===== src/rtl/lvl_irq_pkg.sv =====
package lvl_irq_pkg;
  localparam int unsigned REG_W  = 32;
  localparam int unsigned OFS_W  = 8;
  // offsets are decoded by the software driver and must stay fixed
  localparam logic [OFS_W-1:0] OFS_ACC  = 8'h04;
  localparam logic [OFS_W-1:0] OFS_STAT = 8'h50;
  localparam logic [OFS_W-1:0] OFS_EN   = 8'h54;
  localparam logic [OFS_W-1:0] OFS_POL  = 8'h58;
  localparam logic [OFS_W-1:0] OFS_RAW  = 8'h5C;

  typedef enum logic [2:0] {
    SEL_NONE, SEL_ACC, SEL_STAT, SEL_EN, SEL_POL, SEL_RAW
  } reg_sel_e;
endpackage


===== src/rtl/lvl_irq_sync.sv =====
module lvl_irq_sync #(
  parameter int unsigned W      = 32,
  parameter int unsigned STAGES = 2
) (
  input  logic         clk,
  input  logic         rst,
  input  logic [W-1:0] d,
  output logic [W-1:0] q
);
  logic [W-1:0] stg [STAGES];

  always_ff @(posedge clk) begin
    if (rst) begin
      for (int i = 0; i < STAGES; i++) stg[i] <= '0;
    end else begin
      stg[0] <= d;
      for (int i = 1; i < STAGES; i++) stg[i] <= stg[i-1];
    end
  end

  assign q = stg[STAGES-1];
endmodule


===== src/rtl/lvl_irq_latch.sv =====
module lvl_irq_latch #(
  parameter int unsigned W = 32
) (
  input  logic         clk,
  input  logic         rst,
  input  logic [W-1:0] hit,
  input  logic [W-1:0] clr,
  input  logic [W-1:0] en,
  output logic [W-1:0] status,
  output logic         irq_o
);
  always_ff @(posedge clk) begin
    if (rst) begin
      status <= '0;
      irq_o  <= 1'b0;
    end else begin
      status <= (status & ~clr) | hit;
      irq_o  <= |(status & en);
    end
  end

  // uncleared pending bits never drop
  p_sticky_r4: assert property (@(posedge clk) disable iff (rst)
    1'b1 |=> (((($past(status) & ~$past(clr))) & ~status) == '0));
  // an asserted source is pending next cycle, regardless of clear or mask
  p_set_wins_r5: assert property (@(posedge clk) disable iff (rst)
    1'b1 |=> (($past(hit) & ~status) == '0));
  // request only follows an enabled pending bit
  p_out_src_r8: assert property (@(posedge clk) disable iff (rst)
    irq_o |-> $past(|(status & en)));
  // all masked keeps the line low
  p_quiet_r8: assert property (@(posedge clk) disable iff (rst)
    ($past(en) == '0) |-> !irq_o);
endmodule


===== src/rtl/lvl_irq_regs.sv =====
module lvl_irq_regs
  import lvl_irq_pkg::*;
#(
  parameter int unsigned W      = 32,
  parameter int unsigned ADDR_W = 8
) (
  input  logic              clk,
  input  logic              rst,
  input  logic [ADDR_W-1:0] addr,
  input  logic              wr_en,
  input  logic [W-1:0]      wr_data,
  input  logic [W-1:0]      status,
  input  logic [W-1:0]      raw,
  output logic [W-1:0]      en_q,
  output logic [W-1:0]      pol_q,
  output logic [W-1:0]      clr,
  output logic [W-1:0]      rd_data
);
  logic [W-1:0] acc_q;
  reg_sel_e     sel;

  always_comb begin
    sel = SEL_NONE;
    if      (addr == ADDR_W'(OFS_ACC))  sel = SEL_ACC;
    else if (addr == ADDR_W'(OFS_STAT)) sel = SEL_STAT;
    else if (addr == ADDR_W'(OFS_EN))   sel = SEL_EN;
    else if (addr == ADDR_W'(OFS_POL))  sel = SEL_POL;
    else if (addr == ADDR_W'(OFS_RAW))  sel = SEL_RAW;
  end

  assign clr = (wr_en && sel == SEL_STAT) ? wr_data : '0;

  always_ff @(posedge clk) begin
    if (rst) begin
      en_q  <= '0;
      pol_q <= '0;
      acc_q <= '0;
    end else if (wr_en) begin
      case (sel)
        SEL_EN:  en_q  <= wr_data;
        SEL_POL: pol_q <= wr_data;
        SEL_ACC: acc_q <= wr_data;
        default: ;
      endcase
    end
  end

  always_ff @(posedge clk) begin
    if (rst) begin
      rd_data <= '0;
    end else begin
      case (sel)
        SEL_ACC:  rd_data <= acc_q;
        SEL_STAT: rd_data <= status;
        SEL_EN:   rd_data <= en_q;
        SEL_POL:  rd_data <= pol_q;
        SEL_RAW:  rd_data <= raw;
        default:  rd_data <= '0;
      endcase
    end
  end

  // a write to the enable word is what it holds next
  p_en_back_r6: assert property (@(posedge clk) disable iff (rst)
    $past(wr_en && addr == ADDR_W'(OFS_EN)) |-> (en_q == $past(wr_data)));
  // unmapped reads give zero one cycle later
  p_unmapped_r10: assert property (@(posedge clk) disable iff (rst)
    (addr != ADDR_W'(OFS_ACC) && addr != ADDR_W'(OFS_STAT) &&
     addr != ADDR_W'(OFS_EN)  && addr != ADDR_W'(OFS_POL) &&
     addr != ADDR_W'(OFS_RAW)) |=> (rd_data == '0));
  // unmapped writes leave enable and polarity alone
  p_unmapped_wr_r10: assert property (@(posedge clk) disable iff (rst)
    (wr_en && addr != ADDR_W'(OFS_EN) && addr != ADDR_W'(OFS_POL))
      |=> ($stable(en_q) && $stable(pol_q)));
endmodule


===== src/rtl/lvl_irq_ctrl.sv =====
module lvl_irq_ctrl
  import lvl_irq_pkg::*;
#(
  parameter int unsigned NSRC      = REG_W,
  parameter int unsigned ADDR_W    = OFS_W,
  parameter int unsigned SYNC_DEPTH = 2
) (
  input  logic              clk,
  input  logic              rst,
  input  logic [ADDR_W-1:0] addr,
  input  logic              wr_en,
  input  logic [NSRC-1:0]   wr_data,
  output logic [NSRC-1:0]   rd_data,
  input  logic [NSRC-1:0]   src_lvl,
  output logic              irq_out
);
  logic [NSRC-1:0] src_rev, lvl_s, hit, en_q, pol_q, clr, status;

  // source n lands on register bit NSRC-1-n
  for (genvar n = 0; n < NSRC; n++) begin : g_rev
    assign src_rev[NSRC-1-n] = src_lvl[n];
  end

  lvl_irq_sync #(.W(NSRC), .STAGES(SYNC_DEPTH)) u_sync (
    .clk(clk), .rst(rst), .d(src_rev), .q(lvl_s)
  );

  assign hit = lvl_s ^ pol_q;

  lvl_irq_latch #(.W(NSRC)) u_latch (
    .clk(clk), .rst(rst), .hit(hit), .clr(clr), .en(en_q),
    .status(status), .irq_o(irq_out)
  );

  lvl_irq_regs #(.W(NSRC), .ADDR_W(ADDR_W)) u_regs (
    .clk(clk), .rst(rst), .addr(addr), .wr_en(wr_en), .wr_data(wr_data),
    .status(status), .raw(lvl_s), .en_q(en_q), .pol_q(pol_q),
    .clr(clr), .rd_data(rd_data)
  );

  // with no pending work and nothing asserted, nothing becomes pending
  p_idle_r3: assert property (@(posedge clk) disable iff (rst)
    (status == '0 && (lvl_s ^ pol_q) == '0) |=> (status == '0));
endmodule


===== config.mk =====
export PLATFORM = sky130hd
export DESIGN_NAME = lvl_irq_ctrl
export DESIGN_NICKNAME = d
export VERILOG_FILES = /design/src/rtl/lvl_irq_pkg.sv /design/src/rtl/lvl_irq_sync.sv /design/src/rtl/lvl_irq_latch.sv /design/src/rtl/lvl_irq_regs.sv /design/src/rtl/lvl_irq_ctrl.sv
export SDC_FILE = /design/constraint.sdc
export NUM_CORES = 1
export LEC_CHECK = 0
export BUFFER_PORTS_ARGS = -buffer_cell sky130_fd_sc_hd__buf_2
export CORE_ASPECT_RATIO = 0.5
export CORE_MARGIN = 10
export CORE_UTILIZATION = 50
export CTS_CLUSTER_SIZE = 10
export DETAILED_ROUTE_END_ITERATION = 8
export PLACE_DENSITY = 0.69
export REMOVE_ABC_BUFFERS = 1
export SYNTH_ARGS = -nofsm -noshare
export SYNTH_HDL_FRONTEND = slang
export SYNTH_HIERARCHICAL = 1
export SYNTH_SLANG_ARGS = --single-unit

===== constraint.sdc =====
create_clock -name clk -period 1.8 [get_ports clk]
set_input_delay 0.18 -clock clk [delete_from_list [all_inputs] [get_ports clk]]
set_output_delay 0.18 -clock clk [all_outputs]
set_load 0.01 [all_outputs]

==> results by group <==
Global route
  – Grt ovf: 0
  – Largest net degree at the start of global routing: 88
  – Number of global-route vias before repair: 9,362
  – First-pass GRT wire length: 49.8 mm
  – Initial antenna violation count: 1
  – Tot GR Track Use: 22.0%

Synth
  – Cell Area, Synth: 10,500 µm²
  – Post-Synthesis Mean Instance Area: 9.11 µm²
  – Synth Register Bits: 225
  – Post-synth EDFFs: 0
  – Seq/Total Area, Yosys: 43.1%
  – Mapped Cells: 1,147
  – Most area-consuming cells after synthesis: dfxtp_1, nor2b_2, a21oi_1
  – Synth top area share: 43.1%
  – Cell accounting for the most synthesized area: dfxtp_1
  – Async SR Flop Fraction: 0%
  – YS warnings: 6
  – Post-synth top flop: dfxtp_1
  – Synth unique cells: 35

Power
  – Internal power: 8.08 mW
  – Seq pwr share: 48.8%
  – Pwr Density: 846 nW/µm²
  – Worst VDD drop: 0.634 mV
  – Sw Pwr: 2.49 mW
  – Comb pwr share: 8.7%
  – Leak pwr: 4.70 nW
  – Switching part of the total: 23.5%
  – Clock Power Share: 42.6%

Setup path
  – R2r setup slk: 0.39 ns
  – R2R cell count: 3
  – Reg2reg start: u_regs/en_q[7]
  – WP data required: 2.19 ns
  – Crit Path Max Fanout: 64
  – Reg2Reg Capture Point: u_latch/irq_o
  – CP Class: in2reg
  – Startpoint Class: input port
  – Worst setup EP type: register
  – Crit path arrival time: 1.81 ns

Floorplanning
  – Die width: 224 µm
  – Die area: 27,400 µm²
  – Top Ports: 108
  – Initial Util: 50.9%
  – Number of placement rows: 37
  – Die height: 122 µm
  – CORE AREA: 20,600 µm²

STA
  – Fin. max-slew vios: 0
  – Period utilisation layout: 78.6%
  – RSZ-0062 raised after global routing: no
  – Measured slew at the worst slew-check pin: 0.524 ns
  – Setup TNS: 0 ns
  – Final Skew: 0.0113 ns
  – Fmax: 707 MHz
  – Min cycle time layout: 1.41 ns
  – Hold Vio Cnt, Final: 0
  – Rel. slew slack: 65.1%
  – Final setup fails: 0

Layout
  – Sequential Area: 4500 µm²
  – Total Nets Final: 1,326
  – Cell Count, Final, Fillers Out: 1,525
  – Share of cells above drive strength 1: 24.4%
  – Commonest cells after routing, fill and taps aside: dfxtp_1, buf_2, a21oi_1
  – Area Growth Syn to Fin: 19.6%
  – Fillers: 1,724
  – Area of the multi-input gates: 4920 µm²
  – Most common cell after layout, fill and taps aside: dfxtp_1

Route
  – Drt pass-1 iters: 5
  – Drt wl/cell: 20.3 µm
  – Vias: 9,244
  – Drt initial violations: 935
  – Final wirelength: 30.9 mm
  – Vias per cell: 6.06
  – Final antenna-violating net count: 0
  – DRC: 0

Clock tree
  – Skew-Pair Late Insertion Delay: 0.52 ns
  – Num CTS Buffers: 26
  – H-tree depth: 1
  – Longest Clk Path Bufs: 3
  – Root Buffer: clkbuf_16
  – CTS tree: done
  – Resized Gates After CTS: 0
  – Clk slew on worst S/H paths: 0.06 ns
  – Clock Sinks: 225

Worst hold path
  – HP Class: in2reg
  – Endpoint, Worst Hold: u_regs/en_q[29]
  – Hold path startpoint: addr[7]
  – WHS Path Cells: 5

Placed design
  – Placer's final routability congestion estimate: 0.860
  – Final HPWL DP: 19.2 mm
  – Cells after DPL: 1,429
  – Port Buffers: 107

Run status
  – Status: complete, no violations

Job
  – Max Cap Viol: 0
-- power groups by stage --
stage / clock network [mW] / registers (mW) / logic [mW]
floorplan: 0 / 5.24 / 0.286
global placement: 0 / 5.26 / 0.762
detailed placement: 0 / 5.26 / 0.780
CTS: 4.58 / 5.16 / 0.897
global route: 4.77 / 5.17 / 0.976
finish: 4.50 / 5.16 / 0.915
-- layout make-up --
class,count,share of cell area (%)
Multi-Input combinational cell,700,39.4
Sequential cell,225,36.0
Tap cell,273,2.73
Inverter,66,1.98
Antenna cell,1,0.0200
Clock buffer,27,5.41
Timing Repair Buffer,232,14.4
Clock inverter,1,0.0601
-- cell usage after synthesis (2+ instances only) --
| cell | count |
|---|---|
| a21oi_1 | 97 |
| a22oi_1 | 13 |
| a22oi_2 | 3 |
| a311oi_1 | 32 |
| a31o_1 | 30 |
| a31o_2 | 2 |
| a31oi_1 | 31 |
| and2_1 | 33 |
| and3_1 | 28 |
| buf_1 | 8 |
| buf_2 | 29 |
| buf_4 | 32 |
| buf_6 | 5 |
| buf_8 | 2 |
| clkbuf_1 | 80 |
| dfxtp_1 | 225 |
| inv_1 | 66 |
| mux2_2 | 39 |
| nand2b_1 | 2 |
| nand3_1 | 74 |
| nand4_1 | 68 |
| nor2_1 | 32 |
| nor2b_1 | 6 |
| nor2b_2 | 60 |
| nor3b_1 | 23 |
| o211ai_1 | 24 |
| o31ai_1 | 64 |
| xor2_1 | 32 |
-- worst max-delay path, stage by stage --
cell and delay [ns]:
buf_2 0.12, or4_2 0.71, buf_12 0.23, o31ai_1 0.38, a21oi_1 0.12
-- kinds of logic after synthesis --
kind of cell    count (synthesis)  synth area share (%)
compound gates                297                  19.6
flops                         225                  43.1
xor+xnor                       32                  2.68
simple gates                  331                  20.2
mux                            40                  4.42
buf+inv                       222                  10.0
-- state kept, by name, indices dropped and copies added (netlist names) --
register	count
u_sync/stg	64
u_latch/status	32
u_regs/acc_q	32
u_regs/en_q	32
u_regs/pol_q	32
u_regs/rd_data	32
u_latch/irq_o	1
-- layer usage --
layer  wire length (µm)  track usage, %  vias up
met5                  0               0        -
met3               2580            3.86       61
li1                   -               -     4302
met4                672            7.09        0
met2              14200            36.4      430
met1              13500            29.0     4451
-- timing repair --
item                                   CTS  global route
buffers inserted                         0             0
endpoints found under the hold margin  129             0
hold buffers                            67             0
-- worst max path at each step --
| stage | slack (ns) | from | to | cells past startpoint |
|---|---|---|---|---|
| 5_1_grt | 0.33 | u_regs/en_q[7] | u_latch/irq_o | 3 |
| 3_5_place_dp | -0.02 | addr[1] | u_regs/en_q[5] | 5 |
| 4_1_cts | 0.39 | u_latch/status[7] | u_latch/irq_o | 3 |
| 2_1_floorplan | -10.22 | addr[0] | u_regs/rd_data[0] | 3 |
| 3_3_place_gp | -0.002 | addr[1] | u_regs/en_q[14] | 5 |
| 6_report | 0.39 | addr[1] | u_regs/en_q[14] | 5 |
-- metrics by stage --
| stage | area (µm²) | total power [mW] | utilization, % | setup WS [ns] | hold WS [ns] |
|---|---|---|---|---|---|
| 6_report | 12500 | 10.6 | 60.8 | 0.385 | 0.191 |
| 5_1_grt | 12500 | 10.9 | 60.8 | 0.332 | 0.196 |
| 4_1_cts | 12500 | 10.6 | 60.8 | 0.387 | 0.162 |
| 3_5_place_dp | 11100 | 6.04 | 54.2 | -0.0201 | 0.391 |
| 3_3_place_gp | 11100 | 6.02 | 54.2 | -0.00227 | 0.387 |
| 2_1_floorplan | 9650 | 5.53 | - | -10.22 | 0.246 |
(Power assumes the default switching activity.)
